### src/rtl/dq_odt_pkg.sv
package dq_odt_pkg;

  typedef enum logic [1:0] {
    CMD_NOP = 2'b00,
    CMD_RD  = 2'b01,
    CMD_WR  = 2'b10,
    CMD_RSV = 2'b11
  } bus_cmd_e;

  // half-cycles per clock cycle; each output carries one bit per half
  localparam int HALVES = 2;

  // true when half-cycle position pos falls within [first, first+len)
  function automatic logic span_hit(input int pos, input int first, input int len);
    return (pos >= first) && (pos < first + len);
  endfunction

  // clock cycles of history needed to reach half-cycle position last_pos
  function automatic int hist_depth(input int last_pos);
    return last_pos / HALVES + 1;
  endfunction

  function automatic int max2(input int a, input int b);
    return (a > b) ? a : b;
  endfunction

endpackage

### src/rtl/dq_odt_hist.sv
module dq_odt_hist
  import dq_odt_pkg::*;
#(
  parameter int DEPTH = 5
) (
  input  logic             clk,
  input  logic             rst_n,
  input  logic [1:0]       cmd_i,
  output logic [DEPTH-1:0] rd_hist_o,
  output logic [DEPTH-1:0] wr_hist_o
);

  logic is_rd, is_wr;
  assign is_rd = (bus_cmd_e'(cmd_i) == CMD_RD);
  assign is_wr = (bus_cmd_e'(cmd_i) == CMD_WR);

  // bit k holds the command sampled k edges before the present cycle
  always_ff @(posedge clk or negedge rst_n) begin
    if (!rst_n) begin
      rd_hist_o <= '0;
      wr_hist_o <= '0;
    end else begin
      rd_hist_o <= {rd_hist_o[DEPTH-2:0], is_rd};
      wr_hist_o <= {wr_hist_o[DEPTH-2:0], is_wr};
    end
  end

endmodule

### src/rtl/dq_odt_window.sv
module dq_odt_window
  import dq_odt_pkg::*;
#(
  parameter int DEPTH       = 5,
  parameter int LAT_LONG_H  = 5,
  parameter int LAT_SHORT_H = 4,
  parameter int WR_LAT_H    = 2,
  parameter int GUARD_H     = 1,
  parameter int TAIL_H      = 3,
  parameter int BURST_H     = 2
) (
  input  logic [DEPTH-1:0]  rd_hist_i,
  input  logic [DEPTH-1:0]  wr_hist_i,
  input  logic              lat_short_i,
  output logic [HALVES-1:0] beat_o,
  output logic [HALVES-1:0] guard_o,
  output logic [HALVES-1:0] rx_o,
  output logic [HALVES-1:0] wbeat_o
);

  localparam int GUARD_LEN = BURST_H + 2 * GUARD_H;
  localparam int RX_LEN    = BURST_H + GUARD_H + TAIL_H;

  for (genvar j = 0; j < HALVES; j++) begin : g_half
    logic b, g, r, w;
    always_comb begin
      int lat;
      lat = lat_short_i ? LAT_SHORT_H : LAT_LONG_H;
      b = 1'b0;
      g = 1'b0;
      r = 1'b0;
      w = 1'b0;
      for (int k = 0; k < DEPTH; k++) begin
        if (rd_hist_i[k]) begin
          b = b | span_hit(HALVES * k + j, lat, BURST_H);
          g = g | span_hit(HALVES * k + j, lat - GUARD_H, GUARD_LEN);
          r = r | span_hit(HALVES * k + j, lat - GUARD_H, RX_LEN);
        end
        if (wr_hist_i[k]) begin
          w = w | span_hit(HALVES * k + j, WR_LAT_H, BURST_H);
        end
      end
    end
    assign beat_o[j]  = b;
    assign guard_o[j] = g;
    assign rx_o[j]    = r;
    assign wbeat_o[j] = w;
  end

endmodule

### src/rtl/dq_odt_drive.sv
module dq_odt_drive
  import dq_odt_pkg::*;
(
  input  logic [HALVES-1:0] beat_i,
  input  logic [HALVES-1:0] guard_i,
  input  logic [HALVES-1:0] rx_i,
  input  logic [HALVES-1:0] wbeat_i,
  input  logic              term_pin_i,
  input  logic              pd_beats_only_i,
  output logic [HALVES-1:0] mem_pu_en_o,
  output logic [HALVES-1:0] mem_pd_en_o,
  output logic [HALVES-1:0] ctl_wr_drv_o,
  output logic [HALVES-1:0] ctl_drv_low_o,
  output logic [HALVES-1:0] ctl_term_en_o
);

  logic [HALVES-1:0] pin_mask, pd_release;

  assign pin_mask      = {HALVES{term_pin_i}};
  assign pd_release    = pd_beats_only_i ? beat_i : guard_i;
  assign mem_pu_en_o   = pin_mask & ~guard_i;
  assign mem_pd_en_o   = pin_mask & ~pd_release;
  assign ctl_term_en_o = rx_i;
  assign ctl_wr_drv_o  = wbeat_i;
  assign ctl_drv_low_o = ~(rx_i | wbeat_i);

endmodule

### src/rtl/dq_odt_sched.sv
module dq_odt_sched
  import dq_odt_pkg::*;
#(
  parameter int LAT_LONG_H  = 5,  // 2.5-cycle read latency in half-cycles
  parameter int LAT_SHORT_H = 4,  // 2.0-cycle read latency in half-cycles
  parameter int WR_LAT_H    = 2,  // write data offset in half-cycles
  parameter int GUARD_H     = 1,  // memory guard around read beats
  parameter int TAIL_H      = 3,  // controller receive tail after beats
  parameter int BURST_H     = 2   // two beats at double data rate
) (
  input  logic       clk,
  input  logic       rst_n,
  input  logic [1:0] cmd_i,
  input  logic       lat_short_i,
  input  logic       pd_beats_only_i,
  input  logic       term_pin_i,
  output logic [1:0] mem_pu_en_o,
  output logic [1:0] mem_pd_en_o,
  output logic [1:0] ctl_wr_drv_o,
  output logic [1:0] ctl_drv_low_o,
  output logic [1:0] ctl_term_en_o
);

  localparam int LAST_RD_POS = max2(LAT_LONG_H, LAT_SHORT_H) + BURST_H - 1 + TAIL_H;
  localparam int LAST_WR_POS = WR_LAT_H + BURST_H - 1;
  localparam int DEPTH       = max2(2, hist_depth(max2(LAST_RD_POS, LAST_WR_POS)));

  logic [DEPTH-1:0]  rd_hist, wr_hist;
  // named internal events, observed by the bound checker
  logic [HALVES-1:0] rd_beat, rd_guard, rx_win, wr_beat;

  dq_odt_hist #(.DEPTH(DEPTH)) hist_i (
    .clk       (clk),
    .rst_n     (rst_n),
    .cmd_i     (cmd_i),
    .rd_hist_o (rd_hist),
    .wr_hist_o (wr_hist)
  );

  dq_odt_window #(
    .DEPTH       (DEPTH),
    .LAT_LONG_H  (LAT_LONG_H),
    .LAT_SHORT_H (LAT_SHORT_H),
    .WR_LAT_H    (WR_LAT_H),
    .GUARD_H     (GUARD_H),
    .TAIL_H      (TAIL_H),
    .BURST_H     (BURST_H)
  ) window_i (
    .rd_hist_i   (rd_hist),
    .wr_hist_i   (wr_hist),
    .lat_short_i (lat_short_i),
    .beat_o      (rd_beat),
    .guard_o     (rd_guard),
    .rx_o        (rx_win),
    .wbeat_o     (wr_beat)
  );

  dq_odt_drive drive_i (
    .beat_i          (rd_beat),
    .guard_i         (rd_guard),
    .rx_i            (rx_win),
    .wbeat_i         (wr_beat),
    .term_pin_i      (term_pin_i),
    .pd_beats_only_i (pd_beats_only_i),
    .mem_pu_en_o     (mem_pu_en_o),
    .mem_pd_en_o     (mem_pd_en_o),
    .ctl_wr_drv_o    (ctl_wr_drv_o),
    .ctl_drv_low_o   (ctl_drv_low_o),
    .ctl_term_en_o   (ctl_term_en_o)
  );

endmodule

### config.mk
export PLATFORM = sky130hd
export DESIGN_NAME = dq_odt_sched
export DESIGN_NICKNAME = d
export VERILOG_FILES = /design/src/rtl/dq_odt_pkg.sv /design/src/rtl/dq_odt_hist.sv /design/src/rtl/dq_odt_window.sv /design/src/rtl/dq_odt_drive.sv /design/src/rtl/dq_odt_sched.sv
export SDC_FILE = /design/constraint.sdc
export NUM_CORES = 1
export LEC_CHECK = 0
export BUFFER_PORTS_ARGS = -buffer_cell sky130_fd_sc_hd__buf_2
export CAP_MARGIN = 20
export CORE_AREA = 2 2 39 41
export DETAILED_ROUTE_END_ITERATION = 10
export DIE_AREA = 0 0 41 43
export HOLD_SLACK_MARGIN = 0.1
export SETUP_SLACK_MARGIN = 0.1
export SYNTH_ARGS = -nofsm -noshare
export SYNTH_HDL_FRONTEND = slang
export SYNTH_SLANG_ARGS = --single-unit
### constraint.sdc
create_clock -name clk -period 1.5 [get_ports clk]
set_input_delay 0.375 -clock clk [delete_from_list [all_inputs] [get_ports clk]]
set_output_delay 0.375 -clock clk [all_outputs]
set_load 0.02 [all_outputs]
==> out/results.txt <==
Status -> finished, violations left
Failing checks -> negative setup slack
Net count, final -> 59
Slew headroom -> 88.83%
Multiplexer share of the synthesized area -> 0%
Setup violators final -> 8
Fmax -> 620.0 MHz
Switching Fraction -> 26.56%
Compound-Gate Fraction of Synth Area -> 5.469%
Tcrit/Tclk final -> 107.5%
CP max stage cell -> dfrtp_2
CTS Buf Count -> 3
Area Growth Syn to Fin -> 57.03%
Largest net degree at the start of global routing -> 8
Hold crit path type -> in2reg
Clock Tree Root -> clkbuf_4
Diode count -> 0
Clock Power Share -> 33.7%
Worst Path Max Fanout -> 5
Fraction of layout cells with a size suffix above 1 -> 56.86%
Clock-pin slew on the worst setup and hold paths -> 50 ps
Sequential power share -> 42.2%
Via count -> 271
Syn Nets -> 38
Fin cells -> 67
Fraction of registers with async set/reset -> 100.0%
Num rows -> 14
Clock Sinks -> 7
Overall die width -> 41 um
Core footprint -> 0.001384 sq mm
Internal power -> 358.5 uW
Pwr/cell area -> 970.4 mW/mm^2
CP Cell Sequence -> or3_4 > nor2_4 > buf_6
Peak supply drop -> 522.3 uV
Clock tree from TritonCTS -> built
Pre-CTS setup slack -> 74.60 ps
DRT antenna net count -> 0
CP Class -> reg2out
Die area -> 0.001763 sq mm
Number of global-route vias before repair -> 246
Synthesized instance count -> 31
Ports -> 17
Area share of the largest cell type after synthesis -> 54.69%
Post-synth EDFFs -> 0
Max-Cap Viols -> 0
Pin slew with the least headroom to its limit -> 167.5 ps
First-pass GRT wire length -> 890 um
Synth area leader -> dfrtp_1
Clk buf depth -> 2
Final WL -> 558 um
Worst skew pair latency -> 250 ps
Initial Util -> 23.15%
Synth Area in XOR/XNOR -> 0%
Most instantiated library cell after synthesis -> dfrtp_1
Reg-to-Reg Start -> hist_i.rd_hist_o[2]$_DFF_PN0_
Ranking of synthesized cells by area -> dfrtp_1 (55%), buf_4 (9.4%), nand2b_1 (7.8%), nor2_1 (4.7%), nor2b_1 (3.9%)
Buffers on Ports -> 16
Cell area after synthesis -> 320.3 sq um
Minimum clock period -> 1613 ps
Syn avg cell area -> 10.33 sq um
Startpoint Class -> register
RSZ-0062 raised after global routing -> true
Fillers -> 140
GRT Total Usage -> 7.919%
Req. time, crit path -> 1120 ps
Setup TNS -> -438.8 ps
DR pass1 iterations -> 3
Leak -> 0.0002543 uW
Worst path max stage delay -> 440 ps
Seq/Total Area, Yosys -> 54.69%
Overflow after GRT -> 0
Yosys warns -> 0
Antenna violations before repair -> 0
Placer Congestion -> 0.6415
Netlist cell types -> 13
Drt drc -> 0
Adder-cell area share of the yosys netlist -> 0%
Setup ws final -> -113.0 ps
Max Slew Vio Count -> 0
Comb pwr share -> 24.1%
Top post-synthesis cells by count -> dfrtp_1 (7), buf_4 (4), nand2b_1 (4), nor2_1 (4)
Main combinational cell family by area after synthesis -> simple AND/OR/NAND/NOR gates
Crit path DAT -> 1240 ps
P_sw -> 129.6 uW
CP delay by family, top -> simple AND/OR/NAND/NOR gates
Wire length per cell -> 8.328 um
Critical Path Start -> hist_i.rd_hist_o[2]$_DFF_PN0_
DR iter-0 viols -> 6
CP Capture Type -> output pin
H-tree lvl count -> 1
Seq cells post-synth -> 7
Vias/cell -> 4.045
Worst Path Buf+Inv -> 1
Final hold vios -> 0
Worst Hold Launch -> cmd_i[0]
Post-synth top flop -> dfrtp_1
Synth Area in Simple Gates -> 30.47%
Clock Skew -> 2.710 ps
DP Cell Count -> 59
Die Y -> 43 um
==> state kept, by name, indices dropped and copies added (netlist names) <==
register          cells
hist_i.rd_hist_o      5
hist_i.wr_hist_o      2
==> layer usage <==
metal / GRT usage (%) / up-vias / share of wire (%)
met5: 0 / - / 0
met4: 4.000 / 0 / 0
met3: 6.283 / 0 / 7.3
met2: 11.88 / 11 / 52
met1: 7.333 / 123 / 40
li1: - / 137 / -
==> final timing paths <==
path	endpoint	slack [ps]	cells after the start
max	ctl_drv_low_o[0]	-110	3
min	hist_i.wr_hist_o[0]$_DFF_PN0_	290	2
max reg2reg	hist_i.rd_hist_o[3]$_DFF_PN0_	820	1
min reg2reg	hist_i.rd_hist_o[1]$_DFF_PN0_	350	0
max in group asynchronous	hist_i.rd_hist_o[2]$_DFF_PN0_	860	2
min in group asynchronous	hist_i.rd_hist_o[3]$_DFF_PN0_	480	2
==> power groups by stage <==
stage	Sequential [uW]	Combinational [uW]	Clock [uW]
2_1_floorplan	207	63.5	0
3_3_place_gp	209	87.0	0
3_5_place_dp	209	87.0	0
4_1_cts	205	104	174
5_1_grt	208	128	188
6_report	206	118	164
==> repair_timing <==
| item | in CTS | in global routing |
|---|---|---|
| resized for setup | 7 | 10 |
| hold buffers | 1 | 0 |
| pin swaps | 1 | 3 |
| cloned | 0 | 0 |
| endpoints found under the hold margin | 7 | 0 |
| setup endpoints to repair | 8 | 8 |
| setup buffers | 2 | 1 |
==> layout by cell type (no fill, tap or decap) <==
master / count
buf_2: 9
nand2b_1: 4
buf_4: 7
dfrtp_2: 1
nor2b_1: 2
and3b_1: 1
and2_4: 1
a21oi_2: 1
o21a_1: 1
clkbuf_4: 3
or3_4: 1
a21oi_1: 1
dlygate4sd3_1: 1
nand2_1: 2
buf_6: 3
clkbuf_1: 1
dfrtp_1: 6
nor2_4: 2
nand3_2: 1
nor2_1: 3
==> area by class of cell <==
class / instances / area, sq um / share of cell area, %
Clock buffer: 4 / 26.28 / 5.224
Multi-Input combinational cell: 20 / 138.9 / 27.61
Sequential cell: 7 / 176.4 / 35.07
Tap cell: 16 / 20.02 / 3.980
Timing Repair Buffer: 20 / 141.4 / 28.11
==> cell families after synthesis <==
group	after synthesis
AND/OR/NAND/NOR	17
flip-flops	7
AO/OA/AOI/OAI	3
buffers and inverters	4
==> per-stage QoR <==
stage	total power, uW	util, %	hold slack (ps)	cell area, sq um
final	488.1	36.35	286.5	503.0
after global routing	524.0	36.35	274.6	503.0
after CTS	483.4	33.27	275.7	460.4
after detailed placement	296.5	28.21	213.3	390.4
after global placement	295.9	28.21	211.1	390.4
after floorplan	270.9	-	79.41	320.3
Note: power is estimated with default switching activity, not from simulation.
